<file path="config.mk">
export PLATFORM = sky130hd
export DESIGN_NAME = sdram_pwrup_seq
export DESIGN_NICKNAME = d
export VERILOG_FILES = /design/src/rtl/sdram_init_pkg.sv /design/src/rtl/sdr_gap_timer.sv /design/src/rtl/sdr_mode_encoder.sv /design/src/rtl/sdram_pwrup_seq.sv
export SDC_FILE = /design/constraint.sdc
export NUM_CORES = 1
export LEC_CHECK = 0
export ABC_AREA = 1
export CORE_MARGIN = 5
export CORE_UTILIZATION = 30
export CTS_BUF_LIST = sky130_fd_sc_hd__clkbuf_4 sky130_fd_sc_hd__clkbuf_8
export CTS_CLUSTER_SIZE = 10
export DETAILED_ROUTE_END_ITERATION = 8
export RECOVER_POWER = 100
export SLEW_MARGIN = 30
export SYNTH_ARGS = -nofsm -noshare
export SYNTH_HDL_FRONTEND = slang
export SYNTH_SLANG_ARGS = --single-unit
</file>
<file path="constraint.sdc">
create_clock -name clk -period 1.7 [get_ports clk]
set_clock_uncertainty 0.15 [all_clocks]
set_input_delay 0.17 -clock clk [delete_from_list [all_inputs] [get_ports clk]]
set_output_delay 0.17 -clock clk [all_outputs]
set_load 0.01 [all_outputs]
</file>
<file path="src/rtl/sdram_init_pkg.sv">
package sdram_init_pkg;

    // command codes on {cs_n, ras_n, cas_n, we_n}
    typedef enum logic [3:0] {
        CMD_MRS = 4'b0000,
        CMD_REF = 4'b0001,
        CMD_PRE = 4'b0010,
        CMD_NOP = 4'b0111
    } sd_cmd_e;

    typedef enum logic [2:0] {
        ST_HOLD,
        ST_PRECH,
        ST_RP_WAIT,
        ST_REFRESH,
        ST_RC_WAIT,
        ST_MRS,
        ST_RSC_WAIT,
        ST_READY
    } init_state_e;

    typedef struct packed {
        logic [2:0] bl;
        logic       bt;
        logic [2:0] cl;
        logic       wm;
    } mode_cfg_t;

endpackage

</file>
<file path="src/rtl/sdr_gap_timer.sv">
module sdr_gap_timer #(
    parameter int TW      = 17,
    parameter int RST_VAL = 99999
) (
    input  logic          clk,
    input  logic          rst_n,
    input  logic          load,
    input  logic [TW-1:0] load_val,
    output logic          expired
);

    logic [TW-1:0] remain;

    always_ff @(posedge clk or negedge rst_n) begin
        if (!rst_n)
            remain <= TW'(RST_VAL);
        else if (load)
            remain <= load_val;
        else if (remain != '0)
            remain <= remain - 1'b1;
    end

    assign expired = (remain == '0);

    // a freshly loaded count never shows as expired in the following cycle
    p_load_nonzero_r3: assert property (@(posedge clk) disable iff (!rst_n)
        (load && load_val != '0) |=> !expired);

endmodule

</file>
<file path="src/rtl/sdr_mode_encoder.sv">
module sdr_mode_encoder
    import sdram_init_pkg::*;
#(
    parameter int AW = 12
) (
    input  mode_cfg_t       cfg,
    output logic [AW-1:0]   word,
    output logic            cfg_bad
);

    logic bl_ok;
    logic cl_ok;
    mode_cfg_t eff;

    always_comb begin
        unique case (cfg.bl)
            3'b000, 3'b001, 3'b010, 3'b011: bl_ok = 1'b1;
            3'b111:                         bl_ok = (cfg.bt == 1'b0);
            default:                        bl_ok = 1'b0;
        endcase
        cl_ok   = (cfg.cl == 3'b010) || (cfg.cl == 3'b011);
        cfg_bad = !(bl_ok && cl_ok);

        if (cfg_bad) begin
            eff.bl = 3'b000;
            eff.bt = 1'b0;
            eff.cl = 3'b011;
            eff.wm = cfg.wm;
        end else begin
            eff = cfg;
        end

        word      = '0;
        word[2:0] = eff.bl;
        word[3]   = eff.bt;
        word[6:4] = eff.cl;
        word[9]   = eff.wm;
    end

    // the word leaving this block never carries a reserved combination
    always_comb begin
        p_word_legal_r7: assert (!(word[2:0] inside {3'b100, 3'b101, 3'b110})
                                 && !(word[2:0] == 3'b111 && word[3]));
        p_cl_legal_r8: assert (word[6:4] == 3'b010 || word[6:4] == 3'b011);
    end

endmodule

</file>
<file path="src/rtl/sdram_pwrup_seq.sv">
module sdram_pwrup_seq
    import sdram_init_pkg::*;
#(
    parameter int CLK_MHZ   = 200,
    parameter int STABLE_US = 500,
    parameter int T_RP      = 3,
    parameter int T_RC      = 9,
    parameter int T_RSC     = 2,
    parameter int N_REF     = 8,
    parameter int DQM_W     = 8
) (
    input  logic             clk,
    input  logic             rst_n,
    input  logic [2:0]       cfg_burst_len,
    input  logic             cfg_burst_type,
    input  logic [2:0]       cfg_cas_lat,
    input  logic             cfg_write_single,
    output logic             sd_cke,
    output logic             sd_cs_n,
    output logic             sd_ras_n,
    output logic             sd_cas_n,
    output logic             sd_we_n,
    output logic [DQM_W-1:0] sd_dqm,
    output logic [1:0]       sd_ba,
    output logic [11:0]      sd_addr,
    output logic             init_done,
    output logic             config_error
);

    localparam int STABLE_CYC = (CLK_MHZ * STABLE_US < 2) ? 2 : CLK_MHZ * STABLE_US;
    localparam int RP_GAP     = (T_RP  < 2) ? 2 : T_RP;
    localparam int RC_GAP     = (T_RC  < 2) ? 2 : T_RC;
    localparam int RSC_GAP    = (T_RSC < 2) ? 2 : T_RSC;
    localparam int REF_CNT    = (N_REF < 8) ? 8 : N_REF;
    localparam int GAP_MAX    = (RP_GAP > RC_GAP) ? ((RP_GAP > RSC_GAP) ? RP_GAP : RSC_GAP)
                                                  : ((RC_GAP > RSC_GAP) ? RC_GAP : RSC_GAP);
    localparam int CNT_MAX    = (STABLE_CYC > GAP_MAX) ? STABLE_CYC : GAP_MAX;
    localparam int TW         = $clog2(CNT_MAX + 1);
    localparam int RW         = $clog2(REF_CNT + 1);

    init_state_e   state, state_nx;
    logic          tmr_load;
    logic [TW-1:0] tmr_val;
    logic          tmr_done;
    logic [RW-1:0] ref_cnt;
    sd_cmd_e       cmd;
    mode_cfg_t     cfg;
    logic [11:0]   mode_word;
    logic          mode_bad;

    assign cfg = '{bl: cfg_burst_len, bt: cfg_burst_type,
                   cl: cfg_cas_lat,   wm: cfg_write_single};

    sdr_mode_encoder #(.AW(12)) u_mode (
        .cfg     (cfg),
        .word    (mode_word),
        .cfg_bad (mode_bad)
    );

    // every wait is timed by one shared down-counter, loaded in command states
    always_comb begin
        tmr_load = 1'b0;
        tmr_val  = '0;
        unique case (state)
            ST_PRECH:   begin tmr_load = 1'b1; tmr_val = TW'(RP_GAP - 2);  end
            ST_REFRESH: begin tmr_load = 1'b1; tmr_val = TW'(RC_GAP - 2);  end
            ST_MRS:     begin tmr_load = 1'b1; tmr_val = TW'(RSC_GAP - 2); end
            default:    ;
        endcase
    end

    sdr_gap_timer #(.TW(TW), .RST_VAL(STABLE_CYC - 1)) u_timer (
        .clk      (clk),
        .rst_n    (rst_n),
        .load     (tmr_load),
        .load_val (tmr_val),
        .expired  (tmr_done)
    );

    // next-state logic
    always_comb begin
        state_nx = state;
        unique case (state)
            ST_HOLD:     if (tmr_done) state_nx = ST_PRECH;
            ST_PRECH:    state_nx = ST_RP_WAIT;
            ST_RP_WAIT:  if (tmr_done) state_nx = ST_REFRESH;
            ST_REFRESH:  state_nx = ST_RC_WAIT;
            ST_RC_WAIT:  if (tmr_done)
                             state_nx = (ref_cnt == RW'(REF_CNT)) ? ST_MRS : ST_REFRESH;
            ST_MRS:      state_nx = ST_RSC_WAIT;
            ST_RSC_WAIT: if (tmr_done) state_nx = ST_READY;
            ST_READY:    state_nx = ST_READY;
            default:     state_nx = ST_HOLD;
        endcase
    end

    // state register with refresh count and sticky error
    always_ff @(posedge clk or negedge rst_n) begin
        if (!rst_n) begin
            state        <= ST_HOLD;
            ref_cnt      <= '0;
            config_error <= 1'b0;
        end else begin
            state <= state_nx;
            if (state == ST_REFRESH)
                ref_cnt <= ref_cnt + 1'b1;
            if (state == ST_MRS && mode_bad)
                config_error <= 1'b1;
        end
    end

    // outputs decoded from the current state
    always_comb begin
        cmd       = CMD_NOP;
        sd_addr   = '0;
        sd_ba     = '0;
        init_done = 1'b0;
        unique case (state)
            ST_PRECH:   begin cmd = CMD_PRE; sd_addr[10] = 1'b1; end
            ST_REFRESH: cmd = CMD_REF;
            ST_MRS:     begin cmd = CMD_MRS; sd_addr = mode_word; end
            ST_READY:   init_done = 1'b1;
            default:    ;
        endcase
    end

    assign {sd_cs_n, sd_ras_n, sd_cas_n, sd_we_n} = cmd;
    assign sd_cke = 1'b1;
    assign sd_dqm = '1;

    // mode command is issued once and only after the full refresh train
    logic mrs_seen;
    always_ff @(posedge clk or negedge rst_n) begin
        if (!rst_n)               mrs_seen <= 1'b0;
        else if (cmd == CMD_MRS)  mrs_seen <= 1'b1;
    end

    p_mrs_once_r5: assert property (@(posedge clk) disable iff (!rst_n)
        (cmd == CMD_MRS) |-> !mrs_seen);
    p_ref_total_r4: assert property (@(posedge clk) disable iff (!rst_n)
        (cmd == CMD_MRS) |-> (ref_cnt == RW'(REF_CNT)));
    p_done_holds_r10: assert property (@(posedge clk) disable iff (!rst_n)
        init_done |=> init_done);
    p_done_quiet_r10: assert property (@(posedge clk) disable iff (!rst_n)
        init_done |-> (cmd == CMD_NOP) && mrs_seen);
    p_err_sticky_r9: assert property (@(posedge clk) disable iff (!rst_n)
        config_error |=> config_error);
    p_pre_all_r2: assert property (@(posedge clk) disable iff (!rst_n)
        (cmd == CMD_PRE) |-> $past(state) == ST_HOLD);

endmodule

</file>
==> summary.md <==
| Metric | Value |
|---|---|
| Status | finished, violations left |
| Failing checks | setup timing |
| Die H | 85.9 um |
| Ratio of cells with drive above 1 in the final layout | 0.299 |
| Synth top area cells | dfrtp_1, dfstp_2, nand2_1 |
| CTS root buffer | clkbuf_8 |
| Starting Density | 0.312 |
| Final Core Density | 0.400 |
| Cells on worst reg2reg path | 7 |
| Finished layout cell area | 0.00221 mm^2 |
| FMAX | 572 MHz |
| Register bit total from synthesis | 25 |
| Sw Ratio | 0.239 |
| Critical Path RT | 1380 ps |
| CP Max Fanout | 5 |
| CTS buffer count | 3 |
| Tcrit/Tclk final | 1.03 |
| Clock Tree Buf Depth | 2 |
| DP HPWL | 2830 um |
| Pint | a little under 0.8 mW |
| Clock Sinks | 25 |
| Vias in the first global route | 1389 |
| Final Setup Violations | 4 |
| Hold crit path type | input port to asynchronous set/reset pin |
| Clock Latency Late Sink | about 280 ps |
| Post-Route Setup TNS | -61.7 ps |
| Grt total ovfl | 0 |
| P per Cell Area | approximately 470 mW/mm^2 |
| Input/output buffers | 22 |
| Kind of critical path | flop to primary output |
| Vias after detailed routing | 1500 |
| Final Hold Viols | 0 |
| Maximum VDD drop | roughly 0.23 mV |
| Placer Congestion | 0.770 |
| # fillers | 581 |
| Relative slew margins | 0.585 |
| Syn Std Cell Area | 0.00173 mm^2 |
| Area leader, netlist | dfrtp_1 |
| Hold-fix buffers at CTS | 0 |
| Pre-Repair DR Iteration Count | 4 |
| Sequential share of power | 0.578 |
| Nets | 292 |
| CP endpoint kind | primary output |
| Startpoint Class | flop |
| Cell Area, Placed | 0.00207 mm^2 |
| Comb pwr share | 0.055 |
| Minimum clock period | around 1700 ps |
| Pleak | 1.15 nW |
| CTS tree | built |
| Inst Count DP | roughly 330 |
| 1st-iter DRT viols | 80 |
| Max-cap violations | 0 |
| Routed len/inst | 11.0 um |
| ANT nets after route | 0 |
| Core Area | 0.00554 mm^2 |
| Reg2reg end | u_timer.remain[4] |
| CTS H-tree depth | 1 |
| GRT Util Overall | 0.106 |
| Initial antenna violation count | 0 |
| Actual slew at the worst max-slew pin | 622 ps |
| Largest net degree at the start of global routing | 26 |
| Yosys top cell area share | 0.217 |
| R2R Path Start | u_timer.remain[0] |
| Fin. max-slew vios | 0 |
| Psw | 0.247 mW |
| Post-synthesis sequential area ratio | 0.369 |
| DRC Markers | 0 |
| WL final | between 3000 and 4000 um |
| Clock power share | 0.367 |
| Setup ws final | -49.3 ps |
| Vias per cell | around 4.3 |
| Unrepaired setup endpoints after global routing | true |
| Full die area | 0.00738 mm^2 |
| Cells after Synth | between 200 and 250 |
| FP Rows | 27 |
| Post-Syn Area per Cell | 7.55 um^2 |
| I/O pin count | 39 |
| Post-route insts no fill | between 300 and 400 |
| Critical Path AT | 1430 ps |
| Area Growth Syn to Fin | 28.1% |
| Ant. Diodes | 0 |
| Synth cell types | 30 |
| Reg-to-reg setup timing slack | 110 ps |
| Clk pin slew, worst setup/hold paths | roughly 100 ps |
| Global-route wire length before repair | between 6000 and 7000 um |
| Synth warnings | 0 |
| Die width | 85.9 um |
==> layer usage <==
| metal | vias up | GRT usage | part of all wire | wire length [um] |
|---|---|---|---|---|
| met5 | - | 0 | 0 | 0 |
| met2 | 22 | 0.170 | 0.49 | 1900 |
| met1 | 693 | 0.144 | 0.46 | 1770 |
| li1 | 779 | - | - | - |
| met4 | 0 | 0.0432 | 0.014 | 54 |
| met3 | 6 | 0.0115 | 0.034 | 131 |
==> Yosys cell counts <==
cell type   n
nand4_1     5
nand2_2     2
o21bai_1    5
o22ai_1     1
nand4_4     1
or2_2       1
buf_4      16
nor3_1      1
nor2_4      5
a21oi_1     2
clkinv_4    1
inv_2       3
nand3_4     1
nand3b_1    2
dfrtp_1    15
inv_1      27
o21a_1      1
xor2_1      2
conb_1      2
dfstp_2    10
ha_1        3
nor2_8      2
o21ai_0     3
nand3_1    21
buf_8       1
nor2_1     37
nand2_1    53
nor2_2      3
xnor2_1     2
nand2_4     1
==> flip-flops by register name, indices dropped and copies added, names as in the netlist <==
| signal | flops |
|---|---|
| state | 3 |
| u_timer.remain | 17 |
| config_error | 1 |
| ref_cnt | 4 |
==> critical path, cell delays in order, from the launching register on <==
cell and delay, ps:
dfrtp_1 400, buf_6 120, nor2_4 130, nand2_4 80
inv_4 80, buf_6 90, nand2_2 50, nand2_1 70
buf_2 130
==> layout make-up <==
type / count / area (um^2) / share of cell area
Timing Repair Buffer: 47 / 389 / 0.176
Clock buffer: 3 / 41.3 / 0.0186
Clock inverter: 1 / 7.51 / 0.00339
Timing Repair inverter: 1 / 6.26 / 0.00282
Multi-Input combinational cell: 170 / 918 / 0.415
Inverter: 31 / 124 / 0.0559
Sequential cell: 25 / 638 / 0.288
Tap cell: 72 / 90.1 / 0.0407
==> cell families after synthesis <==
family,after synthesis,synth area share
adder cells (fa/ha/maj),3,0.0217
AND/OR/NAND/NOR,135,0.392
XOR/XNOR,4,0.0203
other,2,0.00434
buffers and inverters,48,0.148
flip-flops,25,0.369
AO/OA/AOI/OAI,12,0.0441
==> cell usage in the layout (no fill, tap or decap), drive strengths merged, types with 2 or more instances in the layout <==
cell            n
nand2          56
nor2           47
buf            34
inv            31
nand3          22
conb           16
dfrtp          15
dfstp          10
clkdlybuf4s50   9
nand4           6
clkbuf          6
o21bai          5
o21ai           3
ha              3
nand3b          2
xnor2           2
xor2            2
a21oi           2
==> worst max-delay path by stage <==
stage                            from                end  slack, ps
finish                       state[1]         sd_addr[4]        -50
global route                 state[1]         sd_addr[4]       -110
floorplan           u_timer.remain[0]  u_timer.remain[4]         70
global placement     cfg_burst_len[0]         sd_addr[3]       -280
CTS                          state[0]        sd_addr[10]        -80
detailed placement   cfg_burst_len[1]         sd_addr[3]       -300
==> repair_timing <==
item                                    4_1_cts  5_1_grt
pin swaps                                     2        7
cloned                                        0        1
endpoints found under the setup margin       12       22
resized for setup                            44       24
buffers inserted                              7        5
==> power groups by stage <==
stage	Sequential [mW]	Clock, mW	Combinational, mW
after floorplan	0.606	0	0.0467
after global placement	0.606	0	0.0566
after detailed placement	0.606	0	0.0573
after CTS	0.596	0.397	0.0573
after global routing	0.596	0.415	0.0635
final	0.596	0.378	0.0568
==> through the flow <==
stage	power, mW	worst slack [ps]	hold WS, ps
floorplan	0.653	73.2	-276
detailed placement	0.664	-299	309
finish	1.03	-49.3	270
global placement	0.663	-277	298
CTS	1.05	-81.8	105
global route	1.07	-114	339
No activity file was read; power rests on OpenSTA's default activity.
